==> src/rtl/scram_pkg.sv <==
package scram_pkg;
  localparam int SCR_W  = 33;
  localparam int WORD_W = 4;

  typedef enum logic {
    ROLE_SLAVE  = 1'b0,
    ROLE_MASTER = 1'b1
  } scramRole_t;

  // strobes from control to datapath
  typedef struct packed {
    logic takeDefault;
    logic takeSeed;
    logic advance;
  } scramStrobe_t;

  // tap sets, one mask per word bit
  localparam logic [SCR_W-1:0] X_MASK [WORD_W] = '{
    33'h0_0000_0050, 33'h0_0000_5280, 33'h0_0050_1400, 33'h0_5294_A000};
  localparam logic [SCR_W-1:0] Y_MASK [WORD_W] = '{
    33'h0_0000_0001, 33'h0_0000_0108, 33'h0_0001_0040, 33'h0_0108_4200};
  localparam logic [SCR_W-1:0] G_MASK [WORD_W] = '{
    33'h0_0000_0022, 33'h0_0000_2310, 33'h0_0022_0880, 33'h0_2288_4400};
endpackage

==> src/rtl/scramCtrl.sv <==
module scramCtrl
  import scram_pkg::*;
(
  input  logic             clk,
  input  logic             rstN,
  input  logic             seedLoad,
  input  logic             roleSel,
  input  logic [SCR_W-1:0] seedVal,
  output scramStrobe_t     strobe,
  output scramRole_t       roleQ
);
  logic seedIsZero;

  assign seedIsZero = (seedVal == '0);

  always_comb begin
    strobe.takeDefault = !rstN || (seedLoad && seedIsZero);
    strobe.takeSeed    = rstN && seedLoad && !seedIsZero;
    strobe.advance     = rstN && !seedLoad;
  end

  // role is captured only in reset or during a load
  always_ff @(posedge clk) begin
    if (!rstN || seedLoad) roleQ <= scramRole_t'(roleSel);
  end
endmodule

==> src/rtl/scramDatapath.sv <==
module scramDatapath
  import scram_pkg::*;
#(
  parameter int               MASTER_TAP   = 12,
  parameter int               SLAVE_TAP    = 19,
  parameter logic [SCR_W-1:0] DEFAULT_SEED = 33'h0_1F0F_5A3C
) (
  input  logic              clk,
  input  scramStrobe_t      strobe,
  input  scramRole_t        roleQ,
  input  logic [SCR_W-1:0]  seedVal,
  output logic [SCR_W-1:0]  stateQ,
  output logic [WORD_W-1:0] wordXQ,
  output logic [WORD_W-1:0] wordYQ,
  output logic [WORD_W-1:0] wordGQ
);
  localparam int TOP_BIT = SCR_W - 1;

  logic              fbBit;
  logic [SCR_W-1:0]  stateNext;
  logic [WORD_W-1:0] wordXNext, wordYNext, wordGNext;

  assign fbBit = stateQ[TOP_BIT] ^
                 ((roleQ == ROLE_MASTER) ? stateQ[MASTER_TAP] : stateQ[SLAVE_TAP]);

  always_comb begin
    if (strobe.takeDefault)   stateNext = DEFAULT_SEED;
    else if (strobe.takeSeed) stateNext = seedVal;
    else if (strobe.advance)  stateNext = {stateQ[TOP_BIT-1:0], fbBit};
    else                      stateNext = stateQ;
  end

  // words are formed from the next state so they line up with stateQ
  for (genvar b = 0; b < WORD_W; b++) begin : g_wordBit
    assign wordXNext[b] = ^(stateNext & X_MASK[b]);
    assign wordYNext[b] = ^(stateNext & Y_MASK[b]);
    assign wordGNext[b] = ^(stateNext & G_MASK[b]);
  end

  always_ff @(posedge clk) begin
    stateQ <= stateNext;
    wordXQ <= wordXNext;
    wordYQ <= wordYNext;
    wordGQ <= wordGNext;
  end
endmodule

==> src/rtl/sideScram.sv <==
module sideScram
  import scram_pkg::*;
#(
  parameter int               MASTER_TAP   = 12,
  parameter int               SLAVE_TAP    = 19,
  parameter logic [SCR_W-1:0] DEFAULT_SEED = 33'h0_1F0F_5A3C
) (
  input  logic              clk,
  input  logic              rstN,
  input  logic              roleSel,
  input  logic              seedLoad,
  input  logic [SCR_W-1:0]  seedVal,
  output logic [SCR_W-1:0]  stateOut,
  output logic [WORD_W-1:0] wordX,
  output logic [WORD_W-1:0] wordY,
  output logic [WORD_W-1:0] wordG
);
  scramStrobe_t strobe;
  scramRole_t   roleQ;

  scramCtrl i_ctrl (
    .clk      (clk),
    .rstN     (rstN),
    .seedLoad (seedLoad),
    .roleSel  (roleSel),
    .seedVal  (seedVal),
    .strobe   (strobe),
    .roleQ    (roleQ)
  );

  scramDatapath #(
    .MASTER_TAP   (MASTER_TAP),
    .SLAVE_TAP    (SLAVE_TAP),
    .DEFAULT_SEED (DEFAULT_SEED)
  ) i_dp (
    .clk     (clk),
    .strobe  (strobe),
    .roleQ   (roleQ),
    .seedVal (seedVal),
    .stateQ  (stateOut),
    .wordXQ  (wordX),
    .wordYQ  (wordY),
    .wordGQ  (wordG)
  );
endmodule

==> config.mk <==
export PLATFORM = sky130hd
export DESIGN_NAME = sideScram
export DESIGN_NICKNAME = d
export VERILOG_FILES = /design/src/rtl/scram_pkg.sv /design/src/rtl/scramCtrl.sv /design/src/rtl/scramDatapath.sv /design/src/rtl/sideScram.sv
export SDC_FILE = /design/constraint.sdc
export NUM_CORES = 1
export LEC_CHECK = 0
export BUFFER_PORTS_ARGS = -buffer_cell sky130_fd_sc_hd__buf_2
export CORE_MARGIN = 2
export CORE_UTILIZATION = 50
export CTS_CLUSTER_DIAMETER = 60
export DETAILED_ROUTE_END_ITERATION = 7
export HOLD_SLACK_MARGIN = 0.1
export PLACE_DENSITY = 0.84
export SLEW_MARGIN = 20
export SYNTH_ARGS = -nofsm -noshare
export SYNTH_HDL_FRONTEND = slang
export SYNTH_SLANG_ARGS = --single-unit
==> constraint.sdc <==
create_clock -name clk -period 3.3 [get_ports clk]
set_input_delay 0.66 -clock clk [delete_from_list [all_inputs] [get_ports clk]]
set_output_delay 0.66 -clock clk [all_outputs]
set_load 0.01 [all_outputs]
### Word-level counts from Yosys, hierarchy flattened

Cells that the tools add are included.

| storage, ports and cells | value |
|---|---|
| bits in registers | 46 |
| input port bits | 37 |
| output and inout port bits | 45 |
| word-level logic and storage cells | 34 |

| cells by class | value |
|---|---|
| muxes and demuxes | 4 |
| bitwise logic cells | 1 |
| reduce and logical (&&, ||, !) cells | 23 |

Operators with widths:

| cell | count |
|---|---|
| $reduce_xor 33->1 | 12 |
| $mux 33 | 2 |
| $logic_not 33->1 | 1 |
| $mux 31 | 1 |
| $logic_and 1x1->1 | 4 |
| $logic_not 1->1 | 3 |
| $logic_or 1x1->1 | 2 |
| $reduce_bool 2->1 | 1 |
| $mux 1 | 1 |
| $xor 1x1->1 | 1 |

### Logic depth before layout (Yosys ltp)

| logic depth | value |
|---|---|
| depth after elaboration | 6 |
| depth in mapped cells | 9 |
| gate-level depth less buffers | 9 |

### By module

Synthesis repeated with hierarchy kept, for this count alone.

| second synthesis, totals | value |
|---|---|
| cells, all modules | 227 |
| area, all modules | 2,258.4 sq um |

Modules (own cells, without submodules):

| module | instances | cells an instance | area an instance (sq um) | seq. area each (sq um) |
|---|---|---|---|---|
| scramDatapath | 1 | 209 | 2,123.3 | 880.8 |
| scramCtrl | 1 | 18 | 135.1 | 30.0 |

### Least setup slack after synthesis

OpenSTA, ideal clock, no wires.

| timing path | value |
|---|---|
| path type | in2reg |
| start | input seedLoad |
| end | register i_dp.wordXQ[3] |
| library setup time | 124 ps |
| arrival | 2,094 ps |
| data required time | 3,176 ps |
| setup slack | 1,082 ps |
| stages on the path | 9 |
| buffers on the path | 1 |
| path through | buf_6 -> nor2_8 -> inv_4 -> mux2_4 -> or3_1 -> a31oi_1 -> a21oi_1 -> mux2i_1 -> xor2_1 |

| between the ends | value |
|---|---|
| word-level cells in the longest chain between the ends | 6 |
| elaborated cells on any way between the ends | 10 |
| those cells by class | mux: 3; reduce/logical: 7 |

Ends and longest elaborated chain:

| element | line | RTL |
|---|---|---|
| start: declaration | sideScram.sv:11 | `input logic seedLoad,` |
| $logic_not 1->1 | scramCtrl.sv:19 | `strobe.advance = rstN && !seedLoad;` |
| $logic_and 1x1->1 | scramCtrl.sv:19 |  |
| $mux 33 | scramDatapath.sv:29 | `else if (strobe.advance) stateNext = {stateQ[TOP_BIT-1:0], fbBit};` |
| $mux 33 | scramDatapath.sv:28 | `else if (strobe.takeSeed) stateNext = seedVal;` |
| $mux 31 * | scramDatapath.sv:27 | `if (strobe.takeDefault) stateNext = DEFAULT_SEED;` |
| $reduce_xor 33->1 * | scramDatapath.sv:35 | `assign wordXNext[b] = ^(stateNext & X_MASK[b]);` |
| via i_dp.wordXNext[3] | scramDatapath.sv:21 | `logic [WORD_W-1:0] wordXNext, wordYNext, wordGNext;` |
| end signal: assignment | scramDatapath.sv:42 | `wordXQ <= wordXNext;` |
| end: declaration | scramDatapath.sv:13 | `output logic [WORD_W-1:0] wordXQ,` |

The timed path passes the listed nets; every way through them passes the cells marked *. The select of a mux whose other input is x is not followed.
A chain may end at the register's enable or synchronous reset.

### Final worst setup path

| timing path | value |
|---|---|
| start | input seedVal[23] |
| end | register i_dp.wordXQ[3] |

| between the ends | value |
|---|---|
| word-level cells in the longest chain between the ends | 6 |
| elaborated cells on any way between the ends | 8 |
| those cells by class | mux: 2; reduce/logical: 6 |

Ends and longest elaborated chain:

| element | line | RTL |
|---|---|---|
| start: declaration | sideScram.sv:12 | `input logic [SCR_W-1:0] seedVal,` |
| $logic_not 33->1 | scramCtrl.sv:14 | `assign seedIsZero = (seedVal == '0);` |
| $logic_not 1->1 | scramCtrl.sv:18 | `strobe.takeSeed = rstN && seedLoad && !seedIsZero;` |
| $logic_and 1x1->1 | scramCtrl.sv:18 |  |
| $mux 33 | scramDatapath.sv:28 |  |
| $mux 31 * | scramDatapath.sv:27 |  |
| $reduce_xor 33->1 * | scramDatapath.sv:35 |  |
| via i_dp.wordXNext[3] | scramDatapath.sv:21 |  |

The timed path passes the listed nets; every way through them passes the cells marked *.

==> flow_summary.toml <==
[power]
power_leakage_nw = 1.185
powerDensity_nw_per_um2 = 493.7
max-vdd-ir-drop_mv = 0.3271

[place]
port-buffer-count = 81
dpl.hpwl_um = 4195
dpl.cell_count = 339
place.gp.congestion = 0.8737
post-place-ws_ns = 0.6185

[global_routing]
globalRouteTotalUtil = 0.2430
grt_pass1_wl_um = 8024
grt-ovfl-total = 0
grt_pass1_vias = 1649
grt_max_degree = 44
antenna_found_initial = 0

[clocking]
clk_path_buf_depth = 2
h-tree-depth = 2
path_clk_slew_ns = 0.08
cts_tree = "done"
hold_buffers = 0
numCtsBuffers = 5
cts_resized = 0
cts-root-buf = "clkbuf_8"
worstSkewPairLatency_ns = 0.29
clock_sinks = 45
cts_setup_buffers = 0

[floorplanning]
fp.coreArea_um2 = 3971
rows = 23
die_x_um = 68.20
start_util = 0.5189
num_io_pins = 82
fp.dieH_um = 68.20
die_area_um2 = 4651

[layout]
layout_common_cells = "81 x buf_2, 44 x dfxtp_1, 25 x xnor2_1"
area_growth_pct = 25.14
mostFrequentLayoutCell = "buf_2"
diodes = 0
final_util = 0.6493
final_cells = 346
layout-drive-gt1-share = 0.3514
finalNetCount = 333

[synthesis]
ys_seq_elements = 45
synthTopCellsByArea = "dfxtp_1 43%, xnor2_1 11%, mux2i_1 4.4%"
ys_types = 42
synth_warnings = 0
avgSynthCellArea_um2 = 9.540
synth_edf_count = 1
synth_top_cell_by_area = "dfxtp_1"
yosysSeqAreaShare = 0.4420
synth_cells = 216
ys.flop_type = "dfxtp_1"
synth_nets = 253
synthDominantCellAreaShare = 0.4274
async_flop_share = 0
synth_area_um2 = 2061

[sta]
fin_skew_ns = 0.003001
fin_ws_ns = 0.8917
slew_headroom = 0.7067
fin_crit_ns = 2.408
period_share = 0.7298
finalSetupViolations = 0
finalSetupTns_ns = 0
drv_slew = 0
rsz0062_at_grt = "false"
worst_pin_slew_ns = 0.4399
hold_viol_final = 0
max_freq_mhz = 415.2

[route]
vias_per_cell = 5.350
dr.pass1.iters = 4
wl_per_cell_um = 15.49
drt_iter0_markers = 152
ant_nets = 0
wl_um = 5358
num_vias = 1851
drc = 0

[worst_setup_path]
end_kind = "flip-flop"
startpoint_type = "input pin"
cp_max_fo = 9
worstPathCellList = "buf_2, nor4_1, nand4_1, nor3_2, buf_4, a21o_1, nor2_1, mux2i_1, xor2_1"
cp_slowest_cell = "nor4_1"
path_delay_family = "simple AND/OR/NAND/NOR gates"
worstPathArrival_ns = 2.63
crit_buf_inv = 2
crit_cells = 9
worstSetupPathType = "input pin to flip-flop"
cpPeakStageDelay_ns = 0.37
cp_data_required_time_ns = 3.53
reg2reg_depth = 7

[flow_run]
drv_cap = 0

[status]
status = "complete, no violations"

[worst_hold_path]
hold_depth = 1
hp-class = "flip-flop to flip-flop"
[flip-flops by register name, indices dropped and copies added, names as in the netlist]
register,count
i_dp.stateQ,32
i_dp.wordGQ,4
i_dp.wordXQ,4
i_dp.wordYQ,4
i_ctrl.roleQ,1
[kinds of logic (layout without fill, tap and decap cells)]
| logic type | after synthesis | count (layout) | synth area share |
|---|---|---|---|
| flops | 45 | 45 | 0.4420 |
| xor+xnor | 29 | 29 | 0.1305 |
| buf+inv | 23 | 103 | 0.05161 |
| mux | 16 | 16 | 0.08379 |
| simple gates | 63 | 63 | 0.1597 |
| compound gates | 40 | 40 | 0.1324 |
[synthesized netlist by cell type (2+ instances only)]
cell type,number
dfxtp_1,44
xnor2_1,25
nor2_1,19
nand2_1,16
a21oi_1,11
inv_1,10
mux2i_1,9
nor4_1,7
clkbuf_1,6
mux2_2,6
o22ai_1,6
nand2b_1,5
nor2b_1,4
nor3b_1,4
o21ai_0,4
a22o_1,3
o22a_1,3
o32a_1,3
xor2_1,3
buf_2,2
buf_4,2
o21ai_1,2
o21ai_2,2
or3_1,2
[report_power, final]
group	leakage (nW)	internal (mW)	switching, mW
Sequential	0.377	0.606	0.0286
Clock	0.0443	0.166	0.170
Combinational	0.763	0.142	0.160
[cell type report]
type	count	area (um^2)
Clock buffer	7	86.33
Inverter	12	47.55
Fill cell	325	1393
Multi-Input combinational cell	148	1044
Tap cell	50	62.56
Timing Repair Buffer	84	427.9
Sequential cell	45	910.9
[per-layer routing]
layer	wire (um)	GRT usage
met5	0	0
met2	2583	0.3920
met4	117	0.1025
met1	2222	0.3086
met3	434	0.06086
[metrics by stage]
stage / total power, mW / hold slack (ns) / instance area [um^2]
after floorplan: 0.8308 / 0.5186 / 2061
after global placement: 0.9435 / 0.4644 / 2492
after detailed placement: 0.9481 / 0.4724 / 2492
after CTS: 1.279 / 0.4897 / 2579
after global routing: 1.337 / 0.5057 / 2579
final: 1.273 / 0.4819 / 2579
[path summary, 6_finish.rpt]
| path | to | slack (ns) | start |
|---|---|---|---|
| worst max-delay path | i_dp.wordXQ[3]$_DFF_P_ | 0.89 | seedVal[23] |
| worst min-delay path | i_dp.stateQ[32]$_SDFFE_PN0P_ | 0.48 | i_dp.stateQ[31]$_SDFFE_PN0P_ |
| worst max register to register | i_dp.wordXQ[3]$_DFF_P_ | 1.51 | i_dp.stateQ[27]$_SDFFE_PN1P_ |
| worst min register to register | i_dp.stateQ[32]$_SDFFE_PN0P_ | 0.48 | i_dp.stateQ[31]$_SDFFE_PN0P_ |
Power figures use the tool's default switching activity.
